`config.mk`:
```
export PLATFORM = sky130hd
export DESIGN_NAME = spi_master_core
export DESIGN_NICKNAME = d
export VERILOG_FILES = /design/src/rtl/spi_core_pkg.sv /design/src/rtl/spi_reg_file.sv /design/src/rtl/spi_shift_engine.sv /design/src/rtl/spi_master_core.sv
export SDC_FILE = /design/constraint.sdc
export NUM_CORES = 1
export LEC_CHECK = 0
export BUFFER_PORTS_ARGS = -buffer_cell sky130_fd_sc_hd__buf_2
export CAP_MARGIN = 20
export CORE_MARGIN = 1
export CORE_UTILIZATION = 45
export CTS_CLUSTER_SIZE = 25
export DETAILED_ROUTE_END_ITERATION = 10
export GPL_TIMING_DRIVEN = 0
export PLACE_DENSITY = 0.74
export SYNTH_ARGS = -nofsm -noshare
export SYNTH_HDL_FRONTEND = slang
export SYNTH_HIERARCHICAL = 1
export SYNTH_SLANG_ARGS = --single-unit
```
`constraint.sdc`:
```
create_clock -name clk -period 3.8 [get_ports clk]
set_input_delay 0.19 -clock clk [delete_from_list [all_inputs] [get_ports clk]]
set_output_delay 0.19 -clock clk [all_outputs]
set_load 0.05 [all_outputs]
```
`src/rtl/spi_core_pkg.sv`:
```
`timescale 1ns/1ps
package spi_core_pkg;

    localparam logic [4:0] ADDR_CTRL = 5'h00;
    localparam logic [4:0] ADDR_DATA = 5'h10;
    localparam logic [4:0] ADDR_STAT = 5'h14;

    typedef enum logic [1:0] {
        ST_IDLE,
        ST_LOW,
        ST_HIGH,
        ST_DONE
    } shift_state_e;

    typedef struct packed {
        logic       hold_cs;
        logic       loopback;
        logic       cpha;
        logic       cpol;
        logic [4:0] len_m1;
        logic [1:0] fmt;
        logic       enable;
    } ctrl_t;

    function automatic logic [31:0] ctrl_pack(input ctrl_t c);
        return {17'd0, c.hold_cs, 1'b0, c.loopback, c.cpha, c.cpol,
                c.len_m1, 2'b00, c.fmt, c.enable};
    endfunction

    function automatic ctrl_t ctrl_unpack(input logic [31:0] w);
        ctrl_t c;
        c.enable   = w[0];
        c.fmt      = w[2:1];
        c.len_m1   = w[9:5];
        c.cpol     = w[10];
        c.cpha     = w[11];
        c.loopback = w[12];
        c.hold_cs  = w[14];
        return c;
    endfunction

endpackage

```
`src/rtl/spi_reg_file.sv`:
```
`timescale 1ns/1ps
module spi_reg_file
    import spi_core_pkg::*;
#(
    parameter int W  = 32,
    parameter int AW = 5,
    localparam int LEN_W = $clog2(W)
) (
    input  logic             clk,
    input  logic             rst_n,
    input  logic             bus_sel,
    input  logic             bus_wr,
    input  logic [AW-1:0]    bus_addr,
    input  logic [W-1:0]     bus_wdata,
    output logic [W-1:0]     bus_rdata,
    input  logic             busy,
    output logic             tx_wr_en,
    output logic [W-1:0]     tx_wr_data,
    output logic             rx_rd_en,
    input  logic [W-1:0]     rx_rd_data,
    output logic             enable,
    output logic [LEN_W-1:0] len_m1,
    output logic             cpol,
    output logic             cpha,
    output logic             loopback,
    output logic             hold_cs
);

    ctrl_t ctrl_q;
    logic  wr_acc, rd_acc;

    assign wr_acc = bus_sel & bus_wr;
    assign rd_acc = bus_sel & ~bus_wr;

    always_ff @(posedge clk or negedge rst_n) begin
        if (!rst_n) begin
            ctrl_q <= '0;
        end else if (wr_acc && bus_addr == AW'(ADDR_CTRL)) begin
            ctrl_q <= ctrl_unpack(bus_wdata);
        end
    end

    assign tx_wr_en   = wr_acc && (bus_addr == AW'(ADDR_DATA));
    assign tx_wr_data = bus_wdata;
    assign rx_rd_en   = rd_acc && (bus_addr == AW'(ADDR_DATA));

    always_comb begin
        bus_rdata = '0;
        if (bus_addr == AW'(ADDR_CTRL))      bus_rdata = W'(ctrl_pack(ctrl_q));
        else if (bus_addr == AW'(ADDR_DATA)) bus_rdata = rx_rd_data;
        else if (bus_addr == AW'(ADDR_STAT)) bus_rdata = W'(busy);
    end

    assign enable   = ctrl_q.enable;
    assign len_m1   = LEN_W'(ctrl_q.len_m1);
    assign cpol     = ctrl_q.cpol;
    assign cpha     = ctrl_q.cpha;
    assign loopback = ctrl_q.loopback;
    assign hold_cs  = ctrl_q.hold_cs;


    ctrl_write_chk: assert property (@(posedge clk) disable iff (!rst_n)
        (wr_acc && bus_addr == AW'(ADDR_CTRL)) |=>
            (hold_cs == $past(bus_wdata[14]) && enable == $past(bus_wdata[0])));

endmodule

```
`src/rtl/spi_shift_engine.sv`:
```
`timescale 1ns/1ps
module spi_shift_engine
    import spi_core_pkg::*;
#(
    parameter int W = 32,
    localparam int LEN_W = $clog2(W),
    localparam int CNT_W = $clog2(W + 1)
) (
    input  logic             clk,
    input  logic             rst_n,
    input  logic             sclk_en,
    input  logic             enable,
    input  logic [LEN_W-1:0] len_m1,
    input  logic             cpol,
    input  logic             cpha,
    input  logic             loopback,
    input  logic             tx_empty,
    input  logic [W-1:0]     tx_rd_data,
    output logic             tx_rd_en,
    output logic             rx_wr_en,
    output logic [W-1:0]     rx_wr_data,
    input  logic             miso,
    output logic             sclk,
    output logic             mosi,
    output logic             active
);

    shift_state_e     state_q, state_d;
    logic [W-1:0]     tx_sh, rx_sh;
    logic [CNT_W-1:0] bits_left, word_len;
    logic             first_bit, rx_bit;

    assign word_len = (len_m1 < LEN_W'(3)) ? CNT_W'(4)
                                           : CNT_W'(len_m1) + CNT_W'(1);
    assign rx_bit   = loopback ? tx_sh[W-1] : miso;

    always_ff @(posedge clk or negedge rst_n) begin
        if (!rst_n) state_q <= ST_IDLE;
        else        state_q <= state_d;
    end

    always_comb begin
        state_d  = state_q;
        tx_rd_en = 1'b0;
        unique case (state_q)
            ST_IDLE: begin
                if (enable && !tx_empty) begin
                    tx_rd_en = 1'b1;
                    state_d  = ST_LOW;
                end
            end
            ST_LOW:  if (sclk_en) state_d = ST_HIGH;
            ST_HIGH: if (sclk_en) state_d = (bits_left == CNT_W'(1)) ? ST_DONE : ST_LOW;
            ST_DONE: state_d = ST_IDLE;
        endcase
    end

    always_comb begin
        sclk       = cpol ^ (state_q == ST_HIGH);
        mosi       = tx_sh[W-1];
        rx_wr_en   = (state_q == ST_DONE);
        rx_wr_data = rx_sh;
        active     = (state_q != ST_IDLE);
    end

    always_ff @(posedge clk or negedge rst_n) begin
        if (!rst_n) begin
            tx_sh     <= '0;
            rx_sh     <= '0;
            bits_left <= '0;
            first_bit <= 1'b0;
        end else begin
            case (state_q)
                ST_IDLE: begin
                    if (tx_rd_en) begin
                        tx_sh     <= tx_rd_data << (CNT_W'(W) - word_len);
                        rx_sh     <= '0;
                        bits_left <= word_len;
                        first_bit <= 1'b1;
                    end
                end
                ST_LOW: begin
                    if (sclk_en) begin
                        first_bit <= 1'b0;
                        if (cpha && !first_bit) tx_sh <= tx_sh << 1;
                        if (!cpha)              rx_sh <= {rx_sh[W-2:0], rx_bit};
                    end
                end
                ST_HIGH: begin
                    if (sclk_en) begin
                        bits_left <= bits_left - CNT_W'(1);
                        if (cpha) rx_sh <= {rx_sh[W-2:0], rx_bit};
                        else      tx_sh <= tx_sh << 1;
                    end
                end
                default: ;
            endcase
        end
    end


    sclk_tick_chk: assert property (@(posedge clk) disable iff (!rst_n)
        (!$stable(sclk) && $stable(cpol)) |-> $past(sclk_en));


    pop_once_chk: assert property (@(posedge clk) disable iff (!rst_n)
        tx_rd_en |=> !tx_rd_en);


    push_pop_excl_chk: assert property (@(posedge clk) disable iff (!rst_n)
        rx_wr_en |=> (!rx_wr_en && !active));

endmodule

```
`src/rtl/spi_master_core.sv`:
```
`timescale 1ns/1ps
module spi_master_core #(
    parameter int W  = 32,
    parameter int AW = 5
) (
    input  logic          clk,
    input  logic          rst_n,
    input  logic          sclk_en,
    input  logic          bus_sel,
    input  logic          bus_wr,
    input  logic [AW-1:0] bus_addr,
    input  logic [W-1:0]  bus_wdata,
    output logic [W-1:0]  bus_rdata,
    output logic          tx_wr_en,
    output logic [W-1:0]  tx_wr_data,
    input  logic          tx_empty,
    output logic          tx_rd_en,
    input  logic [W-1:0]  tx_rd_data,
    output logic          rx_wr_en,
    output logic [W-1:0]  rx_wr_data,
    output logic          rx_rd_en,
    input  logic [W-1:0]  rx_rd_data,
    output logic          sclk,
    output logic          mosi,
    input  logic          miso,
    output logic          cs_n
);

    localparam int LEN_W = $clog2(W);

    logic             enable, cpol, cpha, loopback, hold_cs;
    logic [LEN_W-1:0] len_m1;
    logic             eng_active, busy;

    assign busy = eng_active | (enable & ~tx_empty);
    assign cs_n = ~hold_cs;

    spi_reg_file #(.W(W), .AW(AW)) u_regs (
        .clk        (clk),
        .rst_n      (rst_n),
        .bus_sel    (bus_sel),
        .bus_wr     (bus_wr),
        .bus_addr   (bus_addr),
        .bus_wdata  (bus_wdata),
        .bus_rdata  (bus_rdata),
        .busy       (busy),
        .tx_wr_en   (tx_wr_en),
        .tx_wr_data (tx_wr_data),
        .rx_rd_en   (rx_rd_en),
        .rx_rd_data (rx_rd_data),
        .enable     (enable),
        .len_m1     (len_m1),
        .cpol       (cpol),
        .cpha       (cpha),
        .loopback   (loopback),
        .hold_cs    (hold_cs)
    );

    spi_shift_engine #(.W(W)) u_engine (
        .clk        (clk),
        .rst_n      (rst_n),
        .sclk_en    (sclk_en),
        .enable     (enable),
        .len_m1     (len_m1),
        .cpol       (cpol),
        .cpha       (cpha),
        .loopback   (loopback),
        .tx_empty   (tx_empty),
        .tx_rd_data (tx_rd_data),
        .tx_rd_en   (tx_rd_en),
        .rx_wr_en   (rx_wr_en),
        .rx_wr_data (rx_wr_data),
        .miso       (miso),
        .sclk       (sclk),
        .mosi       (mosi),
        .active     (eng_active)
    );


    idle_clock_chk: assert property (@(posedge clk) disable iff (!rst_n)
        !busy |-> (sclk == cpol));

endmodule

```
# After elaboration in Yosys (flattened, before gate mapping)
# Cells that the tools add are included.
totals:
  regBits: 85
  elab_cells: 87
  inputBits: 108
classes:
  n_bitwise: 8
  n_reduce_logical: 18
  n_shift: 1
  addsub: 3
  n_mux: 30
  magnitude_cmp: 1
  eq_ne: 14
ops:
  columns: ["op", "count"]
  rows:
  - ["32-bit two-way mux", 12]
  - ["32-bit one-hot mux with 3 select lines", 2]
  - ["32-bit by 6-bit << shifter with 32-bit output", 1]
  - ["6-bit two-way mux", 3]
  - ["2-bit != test (second input constant)", 6]
  - ["6-bit one-hot mux with 2 select lines", 1]
  - ["6-bit AND reduction", 2]
  - ["5-bit equality test (second input constant)", 2]
  - ["3-bit AND reduction", 3]
  - ["2-bit two-way mux", 4]
  - ["2-bit one-hot mux with 4 select lines", 1]
  - ["5-bit by 1-bit adder with 6-bit output (second input constant)", 1]
  - ["6-bit by 1-bit equality test with 1-bit output (second input constant)", 1]
  - ["1-bit two-way mux", 6]
  - ["2-bit nonzero test", 3]
  - ["6-bit by 1-bit subtractor with 6-bit output (second input constant)", 1]
  - ["6-bit subtractor (first input constant)", 1]
  - ["1-bit logical AND", 5]
  - ["5-bit logical NOT", 1]
  - ["5-bit by 2-bit less-than comparator with 1-bit output (second input constant)", 1]
  - ["2-bit equality test (second input constant)", 2]
  - ["2-bit by 1-bit != test with 1-bit output (second input constant)", 2]
  - ["1-bit AND", 3]
  - ["1-bit inverter", 3]
  - ["other kinds (7)", 8]

# Depth between registers and ports, before layout
logic_depth:
  depth_word: 6
  depth_mapped: 17

# Cells and area by module
# Netlist, hierarchy kept.
modules_own_cells:
  columns: ["mod", "n_inst", "seq_area_each_um2", "area_per_inst_um2", "cells_each"]
  rows:
  - ["spi_shift_engine", 1, 1826.8, 5632.9, 656]
  - ["spi_reg_file", 1, 300.3, 1062.3, 111]
  - ["spi_master_core", 1, 0.0, 15.0, 3]

# Least setup slack after synthesis
# OpenSTA, ideal clock, no wires.
synth_timing:
  path_type: "register to register"
  from: "register u_regs.ctrl_q (netlist bit u_regs/len_m1[4])"
  to: "register u_engine.tx_sh[27]"
  setup_ns: 0.126
  path_stages_with_launch: 13
  required_ns: 3.674
  n_path_buf: 5
  arrival_time_ns: 3.306
  synth_period_minus_slack_ns: 3.432
  setup_slack_ns: 0.368
  cell_sequence: "dfrtp_1 buf_4 buf_2 clkbuf_1 or3_1 o21ai_0 ha_1 buf_2 clkbuf_1 mux4_2 o22ai_1 o22ai_1 a221o_1"
synth_via:
  elab_chain_len: 6
  word_cells_on_any_way: 7
  cone_classes: "add/sub: 2; order compare: 1; shift: 1; mux: 3"
synth_rtl:
  columns: ["element", "line_no", "rtl"]
  rows:
  - ["start: declaration", "spi_reg_file.sv:29", "ctrl_t ctrl_q;"]
  - ["start signal: assignment", "spi_reg_file.sv:39", "ctrl_q <= ctrl_unpack(bus_wdata);"]
  - ["5-bit by 1-bit adder with 6-bit output or 5-bit by 2-bit less-than comparator with 1-bit output (tied branches)", "spi_shift_engine.sv:34, spi_shift_engine.sv:33", null]
  - ["6-bit two-way mux (*)", "spi_shift_engine.sv:33", "assign word_len = (len_m1 < LEN_W'(3)) ? CNT_W'(4)"]
  - ["6-bit subtractor (*)", "spi_shift_engine.sv:76", "tx_sh <= tx_rd_data << (CNT_W'(W) - word_len);"]
  - ["32-bit by 6-bit << shifter with 32-bit output (*)", "spi_shift_engine.sv:76", null]
  - ["32-bit two-way mux (*)", "spi_shift_engine.sv:75", "if (tx_rd_en) begin"]
  - ["32-bit one-hot mux with 3 select lines (*)", "spi_shift_engine.sv:73", "case (state_q)"]
  - ["end signal: assignment", "spi_shift_engine.sv:76", null]
  - ["end signal: assignment", "spi_shift_engine.sv:85", "if (cpha && !first_bit) tx_sh <= tx_sh << 1;"]
  - ["end signal: assignment", "spi_shift_engine.sv:93", "else tx_sh <= tx_sh << 1;"]
  - ["end: declaration", "spi_shift_engine.sv:29", "logic [W-1:0] tx_sh, rx_sh;"]
# Every way passes the cells marked *; elsewhere a longest branch is shown, timed or not. The select of a mux whose other input is x is not followed.
# A chain may end at the register's enable or synchronous reset.

# Worst setup path in the final report
layout_timing:
  from: "register u_regs.ctrl_q (netlist bit u_regs/len_m1[4])"
  to: "register u_engine.tx_sh[31]"
# Same word-level chain as after synthesis.

==> flow_summary.toml <==
[clock_network]
root_buffer = "clkbuf_16"
cts_tree = "done"
cts-buffers-inserted = 9
htreeDepth = 3
cts_sinks = 85
clkTransAtPathRegs_ps = 70
clkLatencyLatePin_ps = 350
cts_buffer_depth = 2

[die]
die_width_microns = 124
ios = 211
num_rows = 44
die_area_sq_um = 15400
start_util_pct = 46.2
die_h_microns = 124
fp.coreArea_sq_um = 14500

[grt]
grt_usage_pct = 25.8
grt_pass1_wl_mm = 30.8
grt_max_degree = 47
grt-ovfl-total = 0
grt_pass1_vias = 6002
antenna_found_initial = 0

[final_layout]
nNetsFinal = 1093
diodes = 0
final_cell_mix = "201 x buf_2, 125 x nand2_1, 85 x dfrtp_1, 64 x o21ai_0"
utilization_pct = 57.6
final_common_cell = "buf_2"
area_delta_synth_final_pct = 24.8
fillCellCount = 1316
drive_above_1_share_pct = 36.1

[timing]
postLayoutSetupSlackWorst_ps = 150
setup_viol = 0
fmax_mhz = 274
finalCritPeriodShare_pct = 96.1
worst_pin_slew_ps = 667
drv_slew = 0
final-hold-violation-count = 0
finClkSkew_ps = 7.36
fin_setup_tns_ps = 0
min_period_ps = 3650
relSlewSlack_pct = 54.9

[critical_path]
end_kind = "flip-flop"
crit_type = "flip-flop to flip-flop"
cp_data_required_time_ps = 4020
reg2reg_setup_slack_ps = 150
worstSetupStartpointType = "flip-flop"
critPathMaxFanout = 10
crit_arrival_ps = 3870
reg2reg_depth = 13

[power_and_ir_drop]
seqPwrFrac_pct = 21.3
p_leak_nw = 3.96
intPower_w = 0.00303
pwr-share-comb_pct = 64.2
power.share.clock_pct = 14.4
swShare_pct = 49.9
max-vdd-ir-drop_v = 0.000360
switching_power_w = 0.00302
power_density_nw_per_um2 = 722
p_total_w = 0.00605

[outcome]
outcome = "completed"

[detailed_routing]
drc = 0
vias = 6766
drt-pass1-iter-count = 6
antenna_left = 0
vias_per_cell = 5.81
drtIter0Drc = 666
totalWireLength_mm = 19.8
avgRoutedWirePerCell_microns = 17.0

[place]
portBuffers = 190
hpwl_mm = 15.1
place_ws_ps = -508
gp_congestion = 0.947

[synthesis]
synthesis.area_sq_um = 6710
seq_area_frac_synth_pct = 31.7
yosys_warnings = 6
async_reset_ff_share_pct = 100
synthDistinctLibCells = 76
synth-seq-cells = 85
avgSynthCellArea_sq_um = 8.71
ys.flop_type = "dfrtp_1"
synth_fp_nets = 887
synth-edff-count = 0
syn_inst = 770

[job]
drv_cap = 0

[hold_path]
min_path_cells = 2
hold_class = "input pin to flip-flop"
## per-layer routing
metal  share of wire, %  global-route usage, %
met1                 45                   36.9
met2                 45                   39.0
met3                7.7                   4.67
met4                2.2                   8.48
met5                  0                      0
## flip-flops by register name, summed over array words and instances (netlist names), 2 cells and up
register / count
u_engine/rx_wr_data: 32
u_engine/tx_sh: 32
u_engine/bits_left: 6
u_regs/len_m1: 5
u_engine/state_q: 2
u_regs/ctrl_q: 2
## worst max-delay path: stages, from the launching register on
cell and delay, ps:
dfrtp_1 400, buf_4 130, buf_2 170, clkbuf_1 210
or3_1 460, o21ai_2 250, ha_2 300, clkbuf_4 220
buf_6 190, clkbuf_4 210, mux4_2 300, mux2_2 270
o22ai_1 280, o31ai_1 130
## path summary, 6_finish.rpt
path,from,end
worst min-delay path,bus_wdata[0],u_regs/enable
min in group asynchronous,rst_n,u_engine/tx_sh[13]
max in group asynchronous,rst_n,u_engine/state_q[0]
worst max register to register,u_regs/len_m1[4],u_engine/tx_sh[31]
worst max-delay path,u_regs/len_m1[4],u_engine/tx_sh[31]
worst min register to register,u_engine/tx_sh[0],u_engine/tx_sh[0]
## cells by family (layout without fill, tap and decap cells)
logic type                 after synthesis  count (layout)  synth area share [%]
AOI/OAI and AO/OA                      213             213                  20.2
xor gates and xnor gates                 6               6                 0.783
adders and majority gates                9               9                  1.68
buffers and inverters                  112             323                  9.25
DFF                                     85              85                  31.7
muxes                                   72              72                  16.7
and+or+nand+nor                        273             273                  19.7
## cell type report
| class | instances | area [sq um] | share of cell area, % |
|---|---|---|---|
| Buffer | 97 | 589 | 7.04 |
| Clock buffer | 9 | 225 | 2.69 |
| Clock inverter | 7 | 78.8 | 0.941 |
| Inverter | 15 | 58.8 | 0.702 |
| Multi-Input combinational cell | 573 | 4060 | 48.4 |
| Sequential cell | 85 | 2130 | 25.4 |
| Tap cell | 184 | 230 | 2.75 |
| Timing Repair Buffer | 195 | 1010 | 12.1 |
## synth_stat cells, types with 13 or more instances
master	n	area share [%]
mux2i_1	18	2.7
dfrtp_1	85	32
a21oi_1	46	3.4
and3_1	33	3.1
a22o_1	13	1.7
o22ai_1	16	1.5
nor2_1	46	2.6
o21ai_0	67	5.0
nand2_1	126	7.0
mux2_2	24	4.0
clkbuf_1	40	2.2
inv_1	14	0.78
mux4_2	29	9.7
buf_4	39	4.4
## stage by stage
step / instance area [sq um] / std cells / hold slack, ps
after floorplan: 6710 / 770 / -106
after global placement: 7890 / 1144 / 439
after detailed placement: 7930 / 1146 / 215
after global routing: 8380 / 1165 / 79.5
after CTS: 8260 / 1163 / 73.2
final: 8380 / 1165 / 87.4
## power by group through the flow
stage	registers, W	logic, W	clock network (W)
after floorplan	0.00136	0.00267	0
after global placement	0.00130	0.00364	0
after detailed placement	0.00130	0.00368	0
after CTS	0.00129	0.00371	0.000902
after global routing	0.00132	0.00419	0.000939
final	0.00129	0.00389	0.000873
## repair_timing
| action | 4_1_cts | 5_1_grt |
|---|---|---|
| resized for setup | 11 | 32 |
| hold endpoints to repair | 39 | 0 |
| buffers inserted | 0 | 2 |
| endpoints found under the setup margin | 28 | 23 |
| hold buffers | 1 | 0 |
(Power assumes the default switching activity.)
